[src/rtl/esop_fault_pkg.sv]
package esop_fault_pkg;

  // Network shape: primary inputs first, then gate outputs in topological order
  localparam int IN_COUNT   = 7;
  localparam int GATE_COUNT = 5;
  localparam int LINES      = IN_COUNT + GATE_COUNT;
  localparam int IDX_W      = $clog2(LINES + 1) + 1;
  localparam int KIND_W     = 3;

  typedef enum logic [KIND_W-1:0] {
    FK_NONE   = 3'd0,
    FK_SINGLE = 3'd1,
    FK_DOUBLE = 3'd2,
    FK_AND    = 3'd3,
    FK_OR     = 3'd4
  } faultKindE;

  typedef struct packed {
    logic [KIND_W-1:0] kind;
    logic [IDX_W-1:0]  lineA;
    logic [IDX_W-1:0]  lineB;
    logic              valA;
    logic              valB;
  } faultCfgT;

  // Strobes from control to datapath
  typedef struct packed {
    logic [LINES-1:0] stuckEn;
    logic [LINES-1:0] stuckVal;
    logic [LINES-1:0] selA;
    logic [LINES-1:0] selB;
    logic             bridgeOr;
  } strobeT;

  // Gate function of line idx given the lines below it
  function automatic logic gateEval(input int idx, input logic [LINES-1:0] lv);
    logic r;
    case (idx)
      7:       r = lv[4] & lv[0];
      8:       r = lv[5] & lv[0] & lv[1];
      9:       r = lv[4] & lv[6] & lv[1] & lv[2];
      10:      r = lv[7] ^ lv[8];
      11:      r = lv[10] ^ lv[9];
      default: r = 1'b0;
    endcase
    return r;
  endfunction

endpackage

[src/rtl/esop_fault_ctrl.sv]
module esop_fault_ctrl
  import esop_fault_pkg::*;
(
  input  logic                 clk,
  input  logic                 rstN,
  input  logic                 cfgWe,
  input  logic [KIND_W-1:0]    cfgKind,
  input  logic [IDX_W-1:0]     cfgLineA,
  input  logic [IDX_W-1:0]     cfgLineB,
  input  logic                 cfgValA,
  input  logic                 cfgValB,
  output strobeT               strobes
);

  faultCfgT cfgQ;

  always_ff @(posedge clk or negedge rstN) begin
    if (!rstN) begin
      cfgQ <= '{kind: FK_NONE, lineA: '0, lineB: '0, valA: 1'b0, valB: 1'b0};
    end else if (cfgWe) begin
      cfgQ <= '{kind: cfgKind, lineA: cfgLineA, lineB: cfgLineB,
                valA: cfgValA, valB: cfgValB};
    end
  end

  logic [LINES-1:0] hitA;
  logic [LINES-1:0] hitB;

  // One-hot decode; an out-of-range index leaves the mask empty
  for (genvar gi = 0; gi < LINES; gi++) begin : g_decode
    assign hitA[gi] = (cfgQ.lineA == IDX_W'(gi));
    assign hitB[gi] = (cfgQ.lineB == IDX_W'(gi));
  end

  logic bothValid;
  assign bothValid = (|hitA) && (|hitB);

  always_comb begin
    strobes = '0;
    case (cfgQ.kind)
      FK_SINGLE: begin
        strobes.stuckEn  = hitA;
        strobes.stuckVal = cfgQ.valA ? hitA : '0;
      end
      FK_DOUBLE: begin
        // slot A applied last so it wins on equal indices
        for (int i = 0; i < LINES; i++) begin
          if (hitB[i]) begin
            strobes.stuckEn[i]  = 1'b1;
            strobes.stuckVal[i] = cfgQ.valB;
          end
          if (hitA[i]) begin
            strobes.stuckEn[i]  = 1'b1;
            strobes.stuckVal[i] = cfgQ.valA;
          end
        end
      end
      FK_AND, FK_OR: begin
        if (bothValid) begin
          strobes.selA     = hitA;
          strobes.selB     = hitB;
          strobes.bridgeOr = (cfgQ.kind == FK_OR);
        end
      end
      default: strobes = '0;
    endcase
  end

endmodule

[src/rtl/esop_net_core.sv]
module esop_net_core
  import esop_fault_pkg::*;
(
  input  logic [IN_COUNT-1:0] inLines,
  input  strobeT              strobes,
  input  logic                bridgeVal,
  output logic [LINES-1:0]    lines
);

  logic [LINES-1:0] bridgeEn;
  assign bridgeEn = strobes.selA | strobes.selB;

  // Override at each line's driver, in topological order
  always_comb begin
    logic [LINES-1:0] lv;
    lv = '0;
    for (int i = 0; i < IN_COUNT; i++) begin
      lv[i] = strobes.stuckEn[i] ? strobes.stuckVal[i]
            : (bridgeEn[i] ? bridgeVal : inLines[i]);
    end
    for (int i = IN_COUNT; i < LINES; i++) begin
      logic raw;
      raw = gateEval(i, lv);
      lv[i] = strobes.stuckEn[i] ? strobes.stuckVal[i]
            : (bridgeEn[i] ? bridgeVal : raw);
    end
    lines = lv;
  end

endmodule

[src/rtl/esop_fault_dp.sv]
module esop_fault_dp
  import esop_fault_pkg::*;
(
  input  logic [IN_COUNT-1:0] inLines,
  input  strobeT              strobes,
  output logic                fOut,
  output logic                oOut
);

  logic [LINES-1:0] freeLines;
  logic [LINES-1:0] faultLines;
  logic             bridgeA;
  logic             bridgeB;
  logic             bridgeVal;

  // Fault-free copy supplies the pre-fault values for bridging
  esop_net_core u_golden (
    .inLines   (inLines),
    .strobes   ('0),
    .bridgeVal (1'b0),
    .lines     (freeLines)
  );

  assign bridgeA   = |(freeLines & strobes.selA);
  assign bridgeB   = |(freeLines & strobes.selB);
  assign bridgeVal = strobes.bridgeOr ? (bridgeA | bridgeB) : (bridgeA & bridgeB);

  esop_net_core u_faulted (
    .inLines   (inLines),
    .strobes   (strobes),
    .bridgeVal (bridgeVal),
    .lines     (faultLines)
  );

  assign fOut = faultLines[LINES-1];
  // Parity gate is fault-free but reads the faulted input lines
  assign oOut = ^faultLines[IN_COUNT-1:0];

endmodule

[src/rtl/esop_fault_inject.sv]
module esop_fault_inject
  import esop_fault_pkg::*;
(
  input  logic        clk,
  input  logic        rstN,
  input  logic        cfgWe,
  input  logic [2:0]  cfgKind,
  input  logic [3:0]  cfgLineA,
  input  logic [3:0]  cfgLineB,
  input  logic        cfgValA,
  input  logic        cfgValB,
  input  logic [2:0]  xIn,
  input  logic [2:0]  cIn,
  input  logic        zlIn,
  output logic        fOut,
  output logic        oOut
);

  strobeT strobes;

  esop_fault_ctrl u_ctrl (
    .clk      (clk),
    .rstN     (rstN),
    .cfgWe    (cfgWe),
    .cfgKind  (cfgKind),
    .cfgLineA (cfgLineA),
    .cfgLineB (cfgLineB),
    .cfgValA  (cfgValA),
    .cfgValB  (cfgValB),
    .strobes  (strobes)
  );

  esop_fault_dp u_dp (
    .inLines ({zlIn, cIn, xIn}),
    .strobes (strobes),
    .fOut    (fOut),
    .oOut    (oOut)
  );

endmodule

[config.mk]
export PLATFORM = sky130hd
export DESIGN_NAME = esop_fault_inject
export DESIGN_NICKNAME = d
export VERILOG_FILES = /design/src/rtl/esop_fault_pkg.sv /design/src/rtl/esop_fault_ctrl.sv /design/src/rtl/esop_net_core.sv /design/src/rtl/esop_fault_dp.sv /design/src/rtl/esop_fault_inject.sv
export SDC_FILE = /design/constraint.sdc
export NUM_CORES = 1
export LEC_CHECK = 0
export CELL_PAD_IN_SITES_DETAIL_PLACEMENT = 1
export CELL_PAD_IN_SITES_GLOBAL_PLACEMENT = 1
export CORE_ASPECT_RATIO = 0.7
export CORE_MARGIN = 3
export CORE_UTILIZATION = 44
export CTS_CLUSTER_SIZE = 28
export DETAILED_ROUTE_END_ITERATION = 10
export GPL_TIMING_DRIVEN = 1
export PLACE_DENSITY = 0.83
export SYNTH_ARGS = -nofsm -noshare
export SYNTH_HDL_FRONTEND = slang
export SYNTH_SLANG_ARGS = --single-unit
[constraint.sdc]
create_clock -name clk -period 4.45 [get_ports clk]
set_input_delay 0.445 -clock clk [delete_from_list [all_inputs] [get_ports clk]]
set_output_delay 0.445 -clock clk [all_outputs]
set_load 0.05 [all_outputs]
==> results of run 1 <==
per-layer routing:
metal / routed length, um / track usage [%]
met5: 0 / 0
met4: 27 / 3.70
met3: 615 / 5.15
met2: 3060 / 39.4
met1: 3470 / 41.7
where the power goes:
part	internal, W	switching (W)
Combinational	0.000124	0.000163
Sequential	0.000129	0.0000395
Clock	0.0000621	0.0000511
what timing repair did:
action                                  4_1_cts  5_1_grt
endpoints found under the setup margin        0        1
gates resized for setup                       0        5
hold buffers                                  0        0
cells in the mapped netlist (3+ instances only):
library cell,instances,share of area (%)
a21oi_1,14,3.5
o32ai_1,3,1.3
xnor2_1,4,1.8
buf_2,4,1.0
dfrtp_1,13,16
or4b_1,3,1.5
mux2_2,8,4.5
and3_1,3,0.94
clkbuf_1,11,2.1
nor3b_1,5,1.9
nor4b_1,3,1.3
a22oi_1,3,1.1
o221ai_1,3,1.3
o22ai_1,13,4.1
nand3_1,8,2.0
nand2b_1,8,2.5
buf_6,3,1.7
mux2i_1,4,2.0
nand2_1,42,7.9
o211ai_1,4,1.5
nor2b_1,7,2.2
inv_1,9,1.7
o21ai_0,21,5.3
a22o_1,3,1.3
o2111ai_1,3,1.3
nor2_1,20,3.8
nand4_1,3,0.94
per-stage QoR:
step                instances  utilization, %
finish                    339            55.7
global route              339            55.7
CTS                       339            55.5
detailed placement        335            54.4
global placement          335            54.4
floorplan                 273               -
final timing paths:
kind / cells after the start / to / slack (ns) / start
worst max-delay path: 14 / fOut / 0.21 / zlIn
worst min-delay path: 1 / u_ctrl.cfgQ[4]$_DFFE_PN0P_ / 0.59 / rstN
worst max register to register: 1 / u_ctrl.cfgQ[9]$_DFFE_PN0P_ / 3.41 / u_ctrl.cfgQ[9]$_DFFE_PN0P_
worst min register to register: 1 / u_ctrl.cfgQ[14]$_DFFE_PN0P_ / 0.66 / u_ctrl.cfgQ[14]$_DFFE_PN0P_
max in group asynchronous: 1 / u_ctrl.cfgQ[2]$_DFFE_PN0P_ / 3.40 / rstN
min in group clk: 1 / u_ctrl.cfgQ[14]$_DFFE_PN0P_ / 0.66 / u_ctrl.cfgQ[14]$_DFFE_PN0P_
logic make-up after synthesis:
group	synth area share [%]
compound gates	31.9
buf+inv	6.86
simple gates	33.7
fa+ha+maj	0.692
flops	16.4
xor+xnor	2.64
mux	7.80
cell type report:
class,count,share of cell area [%]
clock buffers,3,1.79
clock inverters,1,0.217
inverters,9,1.47
multi-input cells,232,66.3
flip-flops and latches,13,14.2
well taps,52,2.82
repair buffers,29,13.2
==> results.cfg, run 1 <==
[run_status]
status = finished clean

[logic_synthesis]
ys_seq_area_share_pct = 16.4
syn_area_per_cell_um2 = 7.28
synth_edf_count = 0
synthDistinctLibCells = 65
synth-main-ff-cell = dfrtp_1
async_flop_share_pct = 100
ys_ff_latch = 13
syn_nets = 296
syn_area_um2 = 1990
synth_cells = 273
ys_warn_count = 0

[routing]
routedWlPerCell_um = 21.2
drt_iter0_markers = 235
post_drt_via_cell_ratio = 6.85
firstDrtPassIters = 5
routed_wl_um = 7180
drc = 0
num_vias = 2322
ant_nets = 0

[placement]
post-place-ws_ns = 0.157
port-buffer-count = 24
place_area_um2 = 2250
hpwlAfterDp_um = 5520
place_congestion = 0.939

[sta]
finalCriticalPeriod_ns = 4.24
relSlewSlack_pct = 56.6
min_period_over_period_pct = 95.3
fin_tns_setup_ns = 0
hold_viol_final = 0
max_freq_mhz = 236
hold_slack_ns = 0.592
finalClockSkew_ns = 0
rsz0062_at_grt = false
setup_ws_ns = 0.210
tightest_slew_ns = 0.650
maxSlewViolCount = 0
finalSetupViolCount = 0

[finish]
final_common_cell = nand2_1
largest_reg_flops = 13
seq_area_um2 = 327
top_regs = u_ctrl.cfgQ: 13 flops
multi_input_area_um2 = 1530
drive_gt1_share_pct = 11.5
areaGrowthSynthToFinish_pct = 15.9
top_register = u_ctrl.cfgQ
final_cell_mix = nand2_1, o21ai_0, nor2_1
num-fill-cells = 526
nets = 311
fin_area_um2 = 2300
antennaDiodeCount = 0

[min_path]
hold_class = input port to async pin

[worst_setup_path]
crit_path_max_fanout = 8
crit_type = input port to primary output
slowest_delay_ns = 0.64
critPathCaptureType = primary output
critical_path.slowest_cell = clkdlybuf4s50_1
path_buf_inv = 3
required_ns = 4.01
cpMostUsedCell = o211ai_1
cp_top_family = compound AO/OA/AOI/OAI gates
setup.worst_path.start_class = input port
path_cells = clkdlybuf4s50_1 -> nand4_4 -> a2111oi_2 -> o211ai_1 -> a31oi_2 -> maj3_4 -> buf_4 -> nand2_1 -> a211o_1 -> o41ai_2 -> and3b_1 -> mux2i_1 -> o211ai_1 -> buf_12
crit_arrival_ns = 3.79

[clocking]
clk_latency_ns = 0.25
root_buffer = clkbuf_8
cts.clk_slew.worst_paths_ns = 0.07
cts_sinks = 13
cts_buffer_depth = 2
cts_tree = yes
cts.htree.levels = 1
cts_setup_buffers = 0
cts_buffers = 3

[floorplanning]
initial_core_util_pct = 48.1
rows = 19
coreArea_um2 = 4140
pin_count = 25
fp.dieW_um = 86.3
dieArea_um2 = 5370
die_h_um = 62.2

[power_and_ir_drop]
power.density_nw_per_um2 = 247
peakVddDrop_mv = 0.187
finalPower_w = 0.000568
power.leakage_nw = 0.845

[global_routing]
grt_pass1_wl_um = 11800
grt_antenna_before_repair = 0
grt_start_max_net_pins = 19
grt_overflow = 0
grt.total_usage_pct = 27.1
grt_pass1_vias = 2243

[flow_run]
cap_violations = 0
Note: power is estimated with default switching activity, not from simulation.
==> run 2: changes to the inputs <==
CORE_UTILIZATION = 37   (was 44)
PLACE_DENSITY = 0.74   (was 0.83)
SKIP_LAST_GASP = 1   (was not set)
clock period = 3.9 ns   (was 4.45 ns; I/O delays follow)
==> run 2 against run 1 <==
  * The run now ends with negative setup slack left
  * Clock power rose by 9.7%
  * Final area grew 25%
  * Worst hold slack worse by 0.074 ns
  * Critical path depth shrank 2
  * Clock skew unchanged
  * Global-route usage increased by 0.96 points
  * Wire length is 33% higher
  * Non-clock buffer count grew 52
  * Combinational power increased by 64%
  * Die area up 17%
  * Worst setup slack worse by 0.25 ns
  * Final cell count rose by 20%
  * Largest cell class unchanged
==> results.cfg, run 2 (synthesis results as in run 1) <==
[finish]
areaGrowthSynthToFinish_pct = 45.4
nets = 363
final_cell_mix = buf_4, nand2_1, o21ai_0
largest_reg_flops = 13
final_common_cell = buf_4
drive_gt1_share_pct = 34.8
multi_input_area_um2 = 1680
top_register = u_ctrl.cfgQ
seq_area_um2 = 337
stdcell_count = 408
top_regs = u_ctrl.cfgQ: 13 flops
num-fill-cells = 601
postLayoutCoreUtil_pct = 58.2
antennaDiodeCount = 0

[sta]
finalCriticalPeriod_ns = 3.94
min_period_over_period_pct = 101
hold_viol_final = 0
hold_slack_ns = 0.519
fin_tns_setup_ns = -0.0431
tightest_slew_ns = 0.673
maxSlewViolCount = 0
rsz0062_at_grt = true
max_freq_mhz = 254
finalClockSkew_ns = 0
setup_ws_ns = -0.0431
relSlewSlack_pct = 55.0
finalSetupViolCount = 1

[global_routing]
grt_use_met3_pct = 3.67
grt_pass1_vias = 2636
grt_antenna_before_repair = 0
grt_use_met2_pct = 45.8
use_met1_pct = 38.7
grt_pass1_wl_um = 13700
grt_start_max_net_pins = 19
grt.total_usage_pct = 28.0
busiest_layer = met2
grt_overflow = 0

[clocking]
cts.clk_slew.worst_paths_ns = 0.06
ctsHoldBuffers = 0
root_buffer = clkbuf_8
cts_sinks = 13
cts.htree.levels = 1
clk_latency_ns = 0.25
cts_tree = yes
cts_buffers = 3
cts_buffer_depth = 2

[power_and_ir_drop]
combPwrFrac_pct = 60.9
power.density_nw_per_um2 = 266
p_switching_w = 0.000326
seq_power_share_pct = 23.0
peakVddDrop_mv = 0.219
p_int_w = 0.000442
power.leakage_nw = 1.14
power_frac_clock_pct = 16.1
swShare_pct = 42.5

[flow_run]
cap_violations = 0

[routing]
drc = 0
firstDrtPassIters = 5
routed_wl_um = 9570
post_drt_via_cell_ratio = 6.71
ant_nets = 0
drt_iter0_markers = 280
routedWlPerCell_um = 23.5
num_vias = 2738

[placement]
hpwlAfterDp_um = 6260
dp.cells = 384
port-buffer-count = 24
place_congestion = 0.917
post-place-ws_ns = -0.243

[floorplanning]
dieArea_um2 = 6300
coreArea_um2 = 4970
rows = 21
fp.dieW_um = 93.6
die_h_um = 67.3
pin_count = 25
initial_core_util_pct = 40.0

[worst_setup_path]
setup.worst_path.start_class = flip-flop
crit_arrival_ns = 3.55
required_ns = 3.51
crit_path_max_fanout = 14
crit_type = flip-flop to primary output
critPathCaptureType = primary output

[run_status]
violations = negative setup slack
status = complete, but fails checks

[min_path]
hold_class = input port to async pin
==> run 2: repair_timing <==
action / CTS / global route
gates cloned: 0 / 0
setup buffers: 12 / 8
resized for setup: 23 / 38
endpoints found under the setup margin: 2 / 2
pin swaps: 9 / 14
endpoints found under the hold margin: 0 / 0
==> run 2: area by class of cell <==
| cell class | instances | area share, % |
|---|---|---|
| repair buffers | 81 | 24.5 |
| well taps | 69 | 2.99 |
| clock inverters | 1 | 0.173 |
| clock buffers | 3 | 1.43 |
| flip-flops and latches | 13 | 11.6 |
| multi-input cells | 232 | 58.1 |
| inverters | 9 | 1.17 |
==> run 2: final timing paths <==
path                                        startpoint                          to  slack [ns]  cells past startpoint
setup / recovery           u_ctrl.cfgQ[12]$_DFFE_PN0P_                        fOut       -0.04                     12
hold / removal                                    rstN  u_ctrl.cfgQ[4]$_DFFE_PN0P_        0.52                      1
setup reg to reg            u_ctrl.cfgQ[9]$_DFFE_PN0P_  u_ctrl.cfgQ[9]$_DFFE_PN0P_        2.83                      3
hold reg to reg             u_ctrl.cfgQ[4]$_DFFE_PN0P_  u_ctrl.cfgQ[4]$_DFFE_PN0P_        0.63                      1
max in group asynchronous                         rstN  u_ctrl.cfgQ[2]$_DFFE_PN0P_        2.95                      1
min in group clk            u_ctrl.cfgQ[4]$_DFFE_PN0P_  u_ctrl.cfgQ[4]$_DFFE_PN0P_        0.63                      1
==> run 2: power groups by stage <==
stage,sequential (W),clock (W),combinational (W)
floorplan,0.000161,0,0.000224
global placement,0.000177,0,0.000357
detailed placement,0.000180,0,0.000367
CTS,0.000169,0.000128,0.000403
global route,0.000177,0.000136,0.000490
finish,0.000177,0.000124,0.000468
==> run 2: per-layer routing <==
layer,vias to the layer above,wire length [um],share of wire [%]
li1,1167,-,-
met1,1330,3960,41
met2,190,4320,45
met3,51,876,9.2
met4,0,420,4.4
met5,-,0,0
==> run 2: through the flow <==
step | power [W] | instance area (um2)
CTS | 0.000700 | 2690
global placement | 0.000534 | 2510
finish | 0.000769 | 2890
global route | 0.000804 | 2890
detailed placement | 0.000546 | 2510
floorplan | 0.000385 | 1990
==> run 2: worst max-delay path, stage by stage, from the launching register on <==
cell       delay [ns]
dfrtp_2          0.48
and3b_1          0.25
o21ai_1          0.31
buf_4            0.29
o221ai_1         0.15
a22o_1           0.32
o211a_1          0.27
o32ai_2          0.35
nand4_1          0.18
nand3_1          0.14
mux2i_1          0.19
o211ai_1         0.15
clkbuf_16        0.21
